[src/rtl/edo_dec_pkg.sv]
package edo_dec_pkg;

   typedef enum logic [3:0] {
      CYC_NONE     = 4'd0,
      CYC_READ     = 4'd1,
      CYC_EARLY_WR = 4'd2,
      CYC_LATE_WR  = 4'd3,
      CYC_RMW      = 4'd4,
      CYC_INDET    = 4'd5,
      CYC_ROR      = 4'd6,
      CYC_CBR      = 4'd7,
      CYC_HIDDEN   = 4'd8
   } cyc_e;

   typedef enum logic [1:0] {
      RM_IDLE = 2'd0,
      RM_ROW  = 2'd1,
      RM_CBR  = 2'd2
   } ras_mode_e;

   localparam int STB_RAS = 0;
   localparam int STB_CAS = 1;
   localparam int STB_WE  = 2;
   localparam int STB_OE  = 3;
   localparam int NUM_STB = 4;

endpackage

[src/rtl/edo_strobe_sync.sv]
module edo_strobe_sync #(
   parameter int WIDTH  = 4,
   parameter int STAGES = 2
) (
   input  logic             clk,
   input  logic             rst_n,
   input  logic [WIDTH-1:0] async_i,
   output logic [WIDTH-1:0] lvl_o,
   output logic [WIDTH-1:0] prev_o
);

   if (STAGES < 2) begin : g_bad_stages
      $error("edo_strobe_sync: STAGES must be at least 2");
   end
   if (WIDTH < 1) begin : g_bad_width
      $error("edo_strobe_sync: WIDTH must be at least 1");
   end

   for (genvar g = 0; g < WIDTH; g++) begin : g_bit
      logic [STAGES-1:0] chain;
      logic              last;

      always_ff @(posedge clk or negedge rst_n) begin
         if (!rst_n) begin
            chain <= '1;
            last  <= 1'b1;
         end else begin
            chain <= {chain[STAGES-2:0], async_i[g]};
            last  <= chain[STAGES-1];
         end
      end

      assign lvl_o[g]  = chain[STAGES-1];
      assign prev_o[g] = last;
   end

endmodule

[src/rtl/edo_ras_timer.sv]
module edo_ras_timer #(
   parameter int MAX_CYC = 5000
) (
   input  logic clk,
   input  logic rst_n,
   input  logic ras_low_i,
   output logic long_o
);

   if (MAX_CYC < 1) begin : g_bad_max
      $error("edo_ras_timer: MAX_CYC must be at least 1");
   end

   localparam int CW = $clog2(MAX_CYC + 1);
   localparam logic [CW-1:0] LIMIT = CW'(MAX_CYC);

   logic [CW-1:0] cnt;

   always_ff @(posedge clk or negedge rst_n) begin
      if (!rst_n) begin
         cnt    <= '0;
         long_o <= 1'b0;
      end else begin
         if (!ras_low_i) begin
            cnt <= '0;
         end else if (cnt != LIMIT) begin
            cnt <= cnt + 1'b1;
         end
         long_o <= ras_low_i && (cnt == LIMIT);
      end
   end

endmodule

[src/rtl/edo_cycle_fsm.sv]
module edo_cycle_fsm
   import edo_dec_pkg::*;
#(
   parameter int ACC_CYC = 3
) (
   input  logic               clk,
   input  logic               rst_n,
   input  logic [NUM_STB-1:0] lvl_i,
   input  logic [NUM_STB-1:0] prev_i,
   output logic               emit_o,
   output cyc_e               emit_type_o,
   output logic               emit_page_o,
   output logic               dout_en_o,
   output logic               conflict_o
);

   if (ACC_CYC < 1) begin : g_bad_acc
      $error("edo_cycle_fsm: ACC_CYC must be at least 1");
   end

   localparam int CW = $clog2(ACC_CYC + 1);
   localparam logic [CW-1:0] ACC_LIM = CW'(ACC_CYC);

   // edge and level decode on synchronized strobes (high = inactive)
   logic ras_fall, ras_rise, cas_fall, cas_rise, we_fall, oe_fall;
   logic we_lo, oe_lo, cas_lo;
   assign ras_fall = prev_i[STB_RAS]  & ~lvl_i[STB_RAS];
   assign ras_rise = ~prev_i[STB_RAS] &  lvl_i[STB_RAS];
   assign cas_fall = prev_i[STB_CAS]  & ~lvl_i[STB_CAS];
   assign cas_rise = ~prev_i[STB_CAS] &  lvl_i[STB_CAS];
   assign we_fall  = prev_i[STB_WE]   & ~lvl_i[STB_WE];
   assign oe_fall  = prev_i[STB_OE]   & ~lvl_i[STB_OE];
   assign we_lo    = ~lvl_i[STB_WE];
   assign oe_lo    = ~lvl_i[STB_OE];
   assign cas_lo   = ~lvl_i[STB_CAS];

   ras_mode_e     mode;
   logic          acc_open;
   logic          any_acc;
   logic          page_cur;
   logic [CW-1:0] acc_cnt;
   logic          hid_arm;
   logic          late_wr;
   logic          data_vld;
   logic          acc_done;

   assign acc_done = acc_open && (acc_cnt == ACC_LIM);

   // classification of the current sampled cycle
   always_comb begin
      emit_o      = 1'b0;
      emit_type_o = CYC_NONE;
      emit_page_o = 1'b0;
      if (ras_fall) begin
         if (cas_lo) begin
            emit_o      = 1'b1;
            emit_type_o = hid_arm ? CYC_HIDDEN : CYC_CBR;
         end
      end else if (ras_rise) begin
         if (mode == RM_ROW) begin
            if (acc_open) begin
               emit_o      = 1'b1;
               emit_type_o = CYC_READ;
               emit_page_o = page_cur;
            end else if (!any_acc) begin
               emit_o      = 1'b1;
               emit_type_o = CYC_ROR;
            end
         end
      end else if (mode == RM_ROW) begin
         if (cas_fall) begin
            if (we_lo) begin
               emit_o      = 1'b1;
               emit_type_o = CYC_EARLY_WR;
               emit_page_o = any_acc;
            end
         end else if (acc_open) begin
            if (we_fall) begin
               emit_o      = 1'b1;
               emit_page_o = page_cur;
               if (acc_done)   emit_type_o = CYC_RMW;
               else if (oe_lo) emit_type_o = CYC_INDET;
               else            emit_type_o = CYC_LATE_WR;
            end else if (cas_rise) begin
               emit_o      = 1'b1;
               emit_type_o = CYC_READ;
               emit_page_o = page_cur;
            end
         end
      end
   end

   // cycle state
   always_ff @(posedge clk or negedge rst_n) begin
      if (!rst_n) begin
         mode     <= RM_IDLE;
         acc_open <= 1'b0;
         any_acc  <= 1'b0;
         page_cur <= 1'b0;
         acc_cnt  <= '0;
         hid_arm  <= 1'b0;
         late_wr  <= 1'b0;
         conflict_o <= 1'b0;
      end else begin
         if (ras_fall) begin
            mode       <= cas_lo ? RM_CBR : RM_ROW;
            acc_open   <= 1'b0;
            any_acc    <= 1'b0;
            conflict_o <= 1'b0;
         end else if (ras_rise) begin
            mode     <= RM_IDLE;
            acc_open <= 1'b0;
            if (cas_lo && (mode == RM_ROW) && any_acc) begin
               hid_arm <= 1'b1;
            end
         end else if (mode == RM_ROW) begin
            if (cas_fall) begin
               any_acc  <= 1'b1;
               page_cur <= any_acc;
               acc_cnt  <= '0;
               acc_open <= !we_lo;
            end else if (acc_open) begin
               if (we_fall) begin
                  acc_open <= 1'b0;
                  late_wr  <= 1'b1;
                  if (oe_lo) conflict_o <= 1'b1;
               end else if (cas_rise) begin
                  acc_open <= 1'b0;
               end else if (!acc_done) begin
                  acc_cnt <= acc_cnt + 1'b1;
               end
            end
         end
         if (late_wr && oe_fall && we_lo && cas_lo) begin
            conflict_o <= 1'b1;
         end
         if (cas_rise) begin
            hid_arm <= 1'b0;
            late_wr <= 1'b0;
         end
      end
   end

   // extended-data-out buffer model
   always_ff @(posedge clk or negedge rst_n) begin
      if (!rst_n) begin
         data_vld  <= 1'b0;
         dout_en_o <= 1'b0;
      end else begin
         if (we_lo || (lvl_i[STB_RAS] && lvl_i[STB_CAS])) begin
            data_vld <= 1'b0;
         end else if (acc_done) begin
            data_vld <= 1'b1;
         end
         dout_en_o <= data_vld && oe_lo && !we_lo;
      end
   end

endmodule

[src/rtl/edo_cycle_decoder.sv]
module edo_cycle_decoder
   import edo_dec_pkg::*;
#(
   parameter int SYNC_STAGES = 2,
   parameter int ACC_CYC     = 3,
   parameter int RAS_MAX_CYC = 5000
) (
   input  logic       clk,
   input  logic       rst_n,
   input  logic       ras_n,
   input  logic       cas_n,
   input  logic       we_n,
   input  logic       oe_n,
   output logic [3:0] cyc_type_o,
   output logic       cyc_stb_o,
   output logic       cyc_page_o,
   output logic       dout_en_o,
   output logic       err_conflict_o,
   output logic       err_ras_long_o
);

   logic [NUM_STB-1:0] stb_raw;
   logic [NUM_STB-1:0] stb_lvl;
   logic [NUM_STB-1:0] stb_prev;

   always_comb begin
      stb_raw          = '1;
      stb_raw[STB_RAS] = ras_n;
      stb_raw[STB_CAS] = cas_n;
      stb_raw[STB_WE]  = we_n;
      stb_raw[STB_OE]  = oe_n;
   end

   edo_strobe_sync #(
      .WIDTH  (NUM_STB),
      .STAGES (SYNC_STAGES)
   ) u_sync (
      .clk     (clk),
      .rst_n   (rst_n),
      .async_i (stb_raw),
      .lvl_o   (stb_lvl),
      .prev_o  (stb_prev)
   );

   edo_ras_timer #(
      .MAX_CYC (RAS_MAX_CYC)
   ) u_timer (
      .clk       (clk),
      .rst_n     (rst_n),
      .ras_low_i (~stb_lvl[STB_RAS]),
      .long_o    (err_ras_long_o)
   );

   logic emit;
   cyc_e emit_type;
   logic emit_page;

   edo_cycle_fsm #(
      .ACC_CYC (ACC_CYC)
   ) u_fsm (
      .clk         (clk),
      .rst_n       (rst_n),
      .lvl_i       (stb_lvl),
      .prev_i      (stb_prev),
      .emit_o      (emit),
      .emit_type_o (emit_type),
      .emit_page_o (emit_page),
      .dout_en_o   (dout_en_o),
      .conflict_o  (err_conflict_o)
   );

   cyc_e type_q;

   always_ff @(posedge clk or negedge rst_n) begin
      if (!rst_n) begin
         type_q     <= CYC_NONE;
         cyc_stb_o  <= 1'b0;
         cyc_page_o <= 1'b0;
      end else begin
         cyc_stb_o <= emit;
         if (emit) begin
            type_q     <= emit_type;
            cyc_page_o <= emit_page;
         end
      end
   end

   assign cyc_type_o = type_q;

endmodule

[config.mk]
export PLATFORM = sky130hd
export DESIGN_NAME = edo_cycle_decoder
export DESIGN_NICKNAME = d
export VERILOG_FILES = /design/src/rtl/edo_dec_pkg.sv /design/src/rtl/edo_strobe_sync.sv /design/src/rtl/edo_ras_timer.sv /design/src/rtl/edo_cycle_fsm.sv /design/src/rtl/edo_cycle_decoder.sv
export SDC_FILE = /design/constraint.sdc
export NUM_CORES = 1
export LEC_CHECK = 0
export BUFFER_PORTS_ARGS = -buffer_cell sky130_fd_sc_hd__buf_2
export CAP_MARGIN = 40
export CORE_ASPECT_RATIO = 0.5
export CORE_UTILIZATION = 40
export CTS_CLUSTER_DIAMETER = 200
export DETAILED_ROUTE_END_ITERATION = 8
export PLACE_DENSITY_LB_ADDON = 0.05
export SLEW_MARGIN = 20
export SYNTH_ARGS = -nofsm -noshare
export SYNTH_HDL_FRONTEND = slang
export SYNTH_HIERARCHICAL = 1
export SYNTH_SLANG_ARGS = --single-unit
[constraint.sdc]
create_clock -name clk -period 3.95 [get_ports clk]
set_clock_uncertainty 0.1 [all_clocks]
set_input_delay 0.79 -clock clk [delete_from_list [all_inputs] [get_ports clk]]
set_output_delay 0.79 -clock clk [all_outputs]
set_load 0.02 [all_outputs]
# After elaboration in Yosys (flattened, before gate mapping)
# Cells that the tools add are included.
# op_classes
n_reduce_logical	32
n_bitwise	14
n_mux	79
n_eq_ne	14
n_addsub	2
# op_table
operator	count
two-way mux 1 bit	55
two-way mux 4 bit	11
two-way mux 13 bit	2
nonzero test 2 bit	11
two-way mux 2 bit	9
adder 13 x 1 -> 13 bit, second input constant	1
equality test 13 bit, second input constant	1
inequality test 13 bit, second input constant	1
AND reduction 6 bit	2
nonzero test 3 bit	4
logical AND 1 bit	10
inequality test 2 x 1 -> 1 bit, second input constant	4
inverter 1 bit	8
AND reduction 7 bit	1
bitwise AND 1 bit	6
two-way mux 3 bit	2
inequality test 2 bit, second input constant	3
inequality test 3 x 2 -> 1 bit, second input constant	2
AND reduction 3 bit	2
AND reduction 4 bit	1
inequality test 3 x 1 -> 1 bit, second input constant	1
adder 2 x 1 -> 2 bit, second input constant	1
equality test 2 x 1 -> 1 bit, second input constant	1
equality test 2 bit, second input constant	1
logical OR 1 bit	1
# word_totals
register_bits	44
elab_cells	164

# Logic depth before layout (Yosys ltp)
# depth
word_depth	9
depth_mapped	9

# Modules after synthesis
# Netlist, hierarchy kept.
# modules_own_cells
mod	cells_per_inst	area_each_um2	n_inst	seq_area_each_um2
edo_cycle_fsm	98	835.8	1	300.3
edo_ras_timer	74	730.7	1	350.3
edo_strobe_sync	20	375.4	1	315.3
edo_cycle_decoder	12	210.2	1	150.1

# Worst setup path after synthesis
# OpenSTA, ideal clock, no wires.
# synth_timing
path_kind	reg-to-reg
startpoint	register u_sync.g_bit[0].chain[1]
endpoint	register cyc_page_o
arrival_ps	2110
synth_period_minus_slack_ps	2335
stages_incl_launch_ff	8
path_slack_ps	1615
setup_ps	125
cell_sequence	dfstp_2 buf_4 inv_1 ha_1 clkbuf_1 a311o_1 o21ai_0 mux2_2
# synth_via
elab_chain_len	3
# synth_rtl
element	line	text
start, declared	edo_strobe_sync.sv:20	logic [STAGES-1:0] chain;
start signal, assigned	edo_strobe_sync.sv:28	chain <= {chain[STAGES-2:0], async_i[g]};
bitwise AND 1 bit / inverter 1 bit (equally long branches)	edo_cycle_fsm.sv:28, edo_cycle_fsm.sv:27	
two-way mux 1 bit / bitwise AND 1 bit (equally long branches)	edo_cycle_fsm.sv:59, edo_cycle_fsm.sv:27	
two-way mux 1 bit (*)	edo_cycle_fsm.sv:54	if (ras_fall) begin
net emit	edo_cycle_decoder.sv:54	logic emit;
end signal, assigned	edo_cycle_decoder.sv:83	cyc_page_o <= emit_page;
end, declared	edo_cycle_decoder.sv:16	output logic cyc_page_o,
# The timed path passes the listed nets; every way through them passes the cells marked *.
# A chain may end at the register's enable or synchronous reset.

# Worst setup path in the final report
# layout_timing
startpoint	register u_sync.g_bit[0].chain[1]
endpoint	register type_q[2] (netlist: cyc_type_o[2])
# layout_via
elab_chain_len	3
# layout_rtl
element	line	text
bitwise AND 1 bit / inverter 1 bit (equally long branches)	edo_cycle_fsm.sv:28, edo_cycle_fsm.sv:27	
two-way mux 1 bit / bitwise AND 1 bit (equally long branches)	edo_cycle_fsm.sv:59, edo_cycle_fsm.sv:27	
two-way mux 1 bit (*)	edo_cycle_fsm.sv:54	
net emit	edo_cycle_decoder.sv:54	
end signal, assigned	edo_cycle_decoder.sv:82	type_q <= emit_type;
end, declared	edo_cycle_decoder.sv:72	cyc_e type_q;
# Marked as above.

==> impl_metrics.env <==
export IMPL_drt_pass1_iter_count=4
export IMPL_first_iter_violations=39
export IMPL_post_dp_hpwl_um=2910
export IMPL_area_delta_synth_final_pct=9.88
export IMPL_ir_drop_mv=0.175
export IMPL_hold_path_class="flop to flop"
export IMPL_max_freq_ghz=0.406
export IMPL_maxCapViolations=0
export IMPL_worst_setup_path_end_kind="flop"
export IMPL_crit_fanout=8
export IMPL_tns_ns=0
export IMPL_syn_inst=204
export IMPL_grt_max_degree=27
export IMPL_path_buf_inv=1
export IMPL_die_area_um2=5700
export IMPL_ctsHtreeMaxLevel=2
export IMPL_clock_path_buffers=2
export IMPL_fp_dieW_um=106
export IMPL_criticalPathCategory="flop to flop"
export IMPL_clkPwrFrac=0.400
export IMPL_seqPwrFrac=0.502
export IMPL_cts_made_buffers=5
export IMPL_reg2reg_depth=5
export IMPL_clk_pin_slew_ns=0.08
export IMPL_yosysTopAreaCellShare=0.372
export IMPL_netlist_area_um2=2150
export IMPL_gr_usage_all_layers=0.162
export IMPL_clock_latency_ns=0.29
export IMPL_relSlewSlack=0.477
export IMPL_place_ws_ns=1.49
export IMPL_cpPeakStageDelay_ns=0.62
export IMPL_core_um2=5040
export IMPL_cts_tree="done"
export IMPL_layout_worst_path_cycle_share=0.623
export IMPL_final_setup_worst_slack_ns=1.49
export IMPL_die_h_um=53.9
export IMPL_crit_cells=5
export IMPL_yosysTopAreaCell="dfrtp_1"
export IMPL_status="finished, final reports clean"
export IMPL_cts_root_buffer="clkbuf_8"
export IMPL_via_count=1525
export IMPL_leakagePower_uw=0.00100
export IMPL_ys_warn_count=6
export IMPL_required_ns=4.03
export IMPL_async_flop_share=1.00
export IMPL_critPathLaunchType="flop"
export IMPL_gp_congestion=0.844
export IMPL_postRouteAntennaNets=0
export IMPL_num_rows=18
export IMPL_p_comb_frac=0.097
export IMPL_initial_core_util=0.427
export IMPL_postSynthAreaPerCell_um2=10.5
export IMPL_syn_nets=216
export IMPL_p_switching_uw=232
export IMPL_synth_seq_cells=44
export IMPL_cts_sinks=44
export IMPL_finalHoldViolations=0
export IMPL_intPower_uw=774
export IMPL_slew_violations=0
export IMPL_avgViaCountPerCell=5.41
export IMPL_totalWireLength_um=4070
export IMPL_grt_antenna_before_repair=0
export IMPL_post_cts_setup_buffers=0
export IMPL_timing_final_crit_period_ns=2.46
export IMPL_path_cells="inv_1 > ha_1 > a311o_1 > o21ai_0 > mux2_2"
export IMPL_ys_seq_area_frac=0.519
export IMPL_wl_per_cell_um=14.4
export IMPL_ioPinCount=15
export IMPL_synth_edf_count=0
export IMPL_nNetsFinal=223
export IMPL_rsz0062_at_grt="false"
export IMPL_setup_violations_final=0
export IMPL_drc=0
export IMPL_grt_overflow=0
export IMPL_crit_slowest_cell="o21ai_0"
export IMPL_whs_ns=0.259
export IMPL_drive_gt1_frac=0.226
export IMPL_synth_ff_type="dfrtp_1"
export IMPL_synthDistinctLibCells=52
export IMPL_powerDensity_nw_per_um2=425
export IMPL_critPathArrivalTime_ns=2.54
export IMPL_io_buffer_count=14
export IMPL_crit_family="compound AO/OA/AOI/OAI gates"
export IMPL_ctsHoldBuffers=0
export IMPL_grt_pass1_wl_um=7010
export IMPL_grt_pass1_vias=1448
export IMPL_num_antenna_cells=0
export IMPL_tightest_slew_ns=0.776
export IMPL_cts_resized_gates=0
export IMPL_synthTopCellsByArea="dfrtp_1 37%, dfstp_2 15%, a21oi_1 3.5%, ha_1 3.5%, mux2_2 3.1%"
export IMPL_swShare=0.230
export IMPL_whs_path_depth=0
## layer usage
metal	track usage	routed length, um	share of wire
met2	0.253	1800	0.44
met1	0.223	2070	0.51
met4	0.0556	44	0.011
met5	0	0	0
met3	0.0400	148	0.036
## worst reg2reg max path, delay by kind of cell (launching register included)
| kind | cells | cell delay, ns |
|---|---|---|
| fa+ha+maj | 1 | 0.29 |
| buf+inv | 1 | 0.05 |
| compound gates | 2 | 0.92 |
| mux | 1 | 0.41 |
| flops | 1 | 0.59 |
## power groups by stage
stage / clock network [uW] / logic [uW] / registers [uW]
global route: 437 / 110 / 510
detailed placement: 0 / 99.3 / 514
global placement: 0 / 94.5 / 513
finish: 402 / 97.9 / 505
floorplan: 0 / 75.7 / 507
CTS: 417 / 99.5 / 505
## registers in the layout, indices dropped and copies added (netlist names)
signal / count
u_fsm/data_vld: 1
u_sync/g_bit.chain: 8
cyc_type_o: 4
u_timer/long_o: 1
u_fsm/any_acc: 1
u_fsm/acc_cnt: 2
cyc_stb_o: 1
u_fsm/acc_open: 1
u_fsm/page_cur: 1
cyc_page_o: 1
u_fsm/hid_arm: 1
u_fsm/mode: 2
u_fsm/conflict_o: 1
u_fsm/late_wr: 1
u_fsm/dout_en_o: 1
u_timer/cnt: 13
u_sync/g_bit.last: 4
## cell type report
type / count / area (um^2)
Clock buffer: 6 / 72.6
Fill cell: 486 / 2680
Sequential cell: 44 / 1120
Tap cell: 70 / 87.6
Inverter: 12 / 45.0
Clock inverter: 2 / 60.1
Timing Repair Buffer: 15 / 90.1
Multi-Input combinational cell: 133 / 893
## cell usage after synthesis, drive strengths merged (2+ instances only)
cell type / number
o31ai: 4
dfrtp: 32
o22ai: 3
nor2: 14
nand3: 4
nand2: 15
nor3: 2
clkbuf: 3
inv: 12
buf: 12
nor2b: 4
a21oi: 15
nand2b: 8
nor4: 4
or4: 2
o311ai: 4
dfstp: 12
o41ai: 3
or3: 4
ha: 6
mux2: 7
nand4: 4
o21ai: 10
## layout by cell type (no fill, tap or decap), types with 4 or more instances in the layout
cell,netlist,final
dfrtp_1,32,32
mux2_2,6,6
nand2b_1,7,7
nand3_1,4,4
ha_1,6,6
buf_2,3,14
inv_1,12,12
nand4_1,4,4
dfstp_2,12,12
nor2_1,14,14
o31ai_1,4,4
nand2_1,15,15
a21oi_1,15,15
o21ai_0,9,9
clkbuf_8,0,5
## worst paths after layout
check / slack [ns] / endpoint / startpoint
max: 1.49 / cyc_type_o[2] / u_sync/g_bit[0].chain[1]
min: 0.26 / u_sync/g_bit[0].chain[1] / u_sync/g_bit[0].chain[0]
max reg2reg: 1.49 / cyc_type_o[2] / u_sync/g_bit[0].chain[1]
min reg2reg: 0.26 / u_sync/g_bit[0].chain[1] / u_sync/g_bit[0].chain[0]
max in group asynchronous: 2.85 / u_sync/g_bit[2].last / rst_n
min in group asynchronous: 0.34 / u_fsm/acc_cnt[0] / rst_n
## metrics by stage
stage	total power [uW]	cells	utilization	area, um^2
floorplan	583	204	-	2150
global placement	607	273	0.438	2210
detailed placement	613	274	0.442	2230
CTS	1020	282	0.469	2360
global route	1060	282	0.469	2360
finish	1010	282	0.469	2360
## cell families (layout without fill, tap and decap cells)
family	Yosys count	count (layout)	share of synthesized area
and+or+nand+nor	65	65	0.169
AOI/OAI and AO/OA	52	52	0.159
DFF	44	44	0.519
buffers and inverters	27	35	0.0663
adders and majority gates	7	7	0.0401
muxes	7	7	0.0384
xor gates and xnor gates	2	2	0.00814
Note: power is estimated with default switching activity, not from simulation.
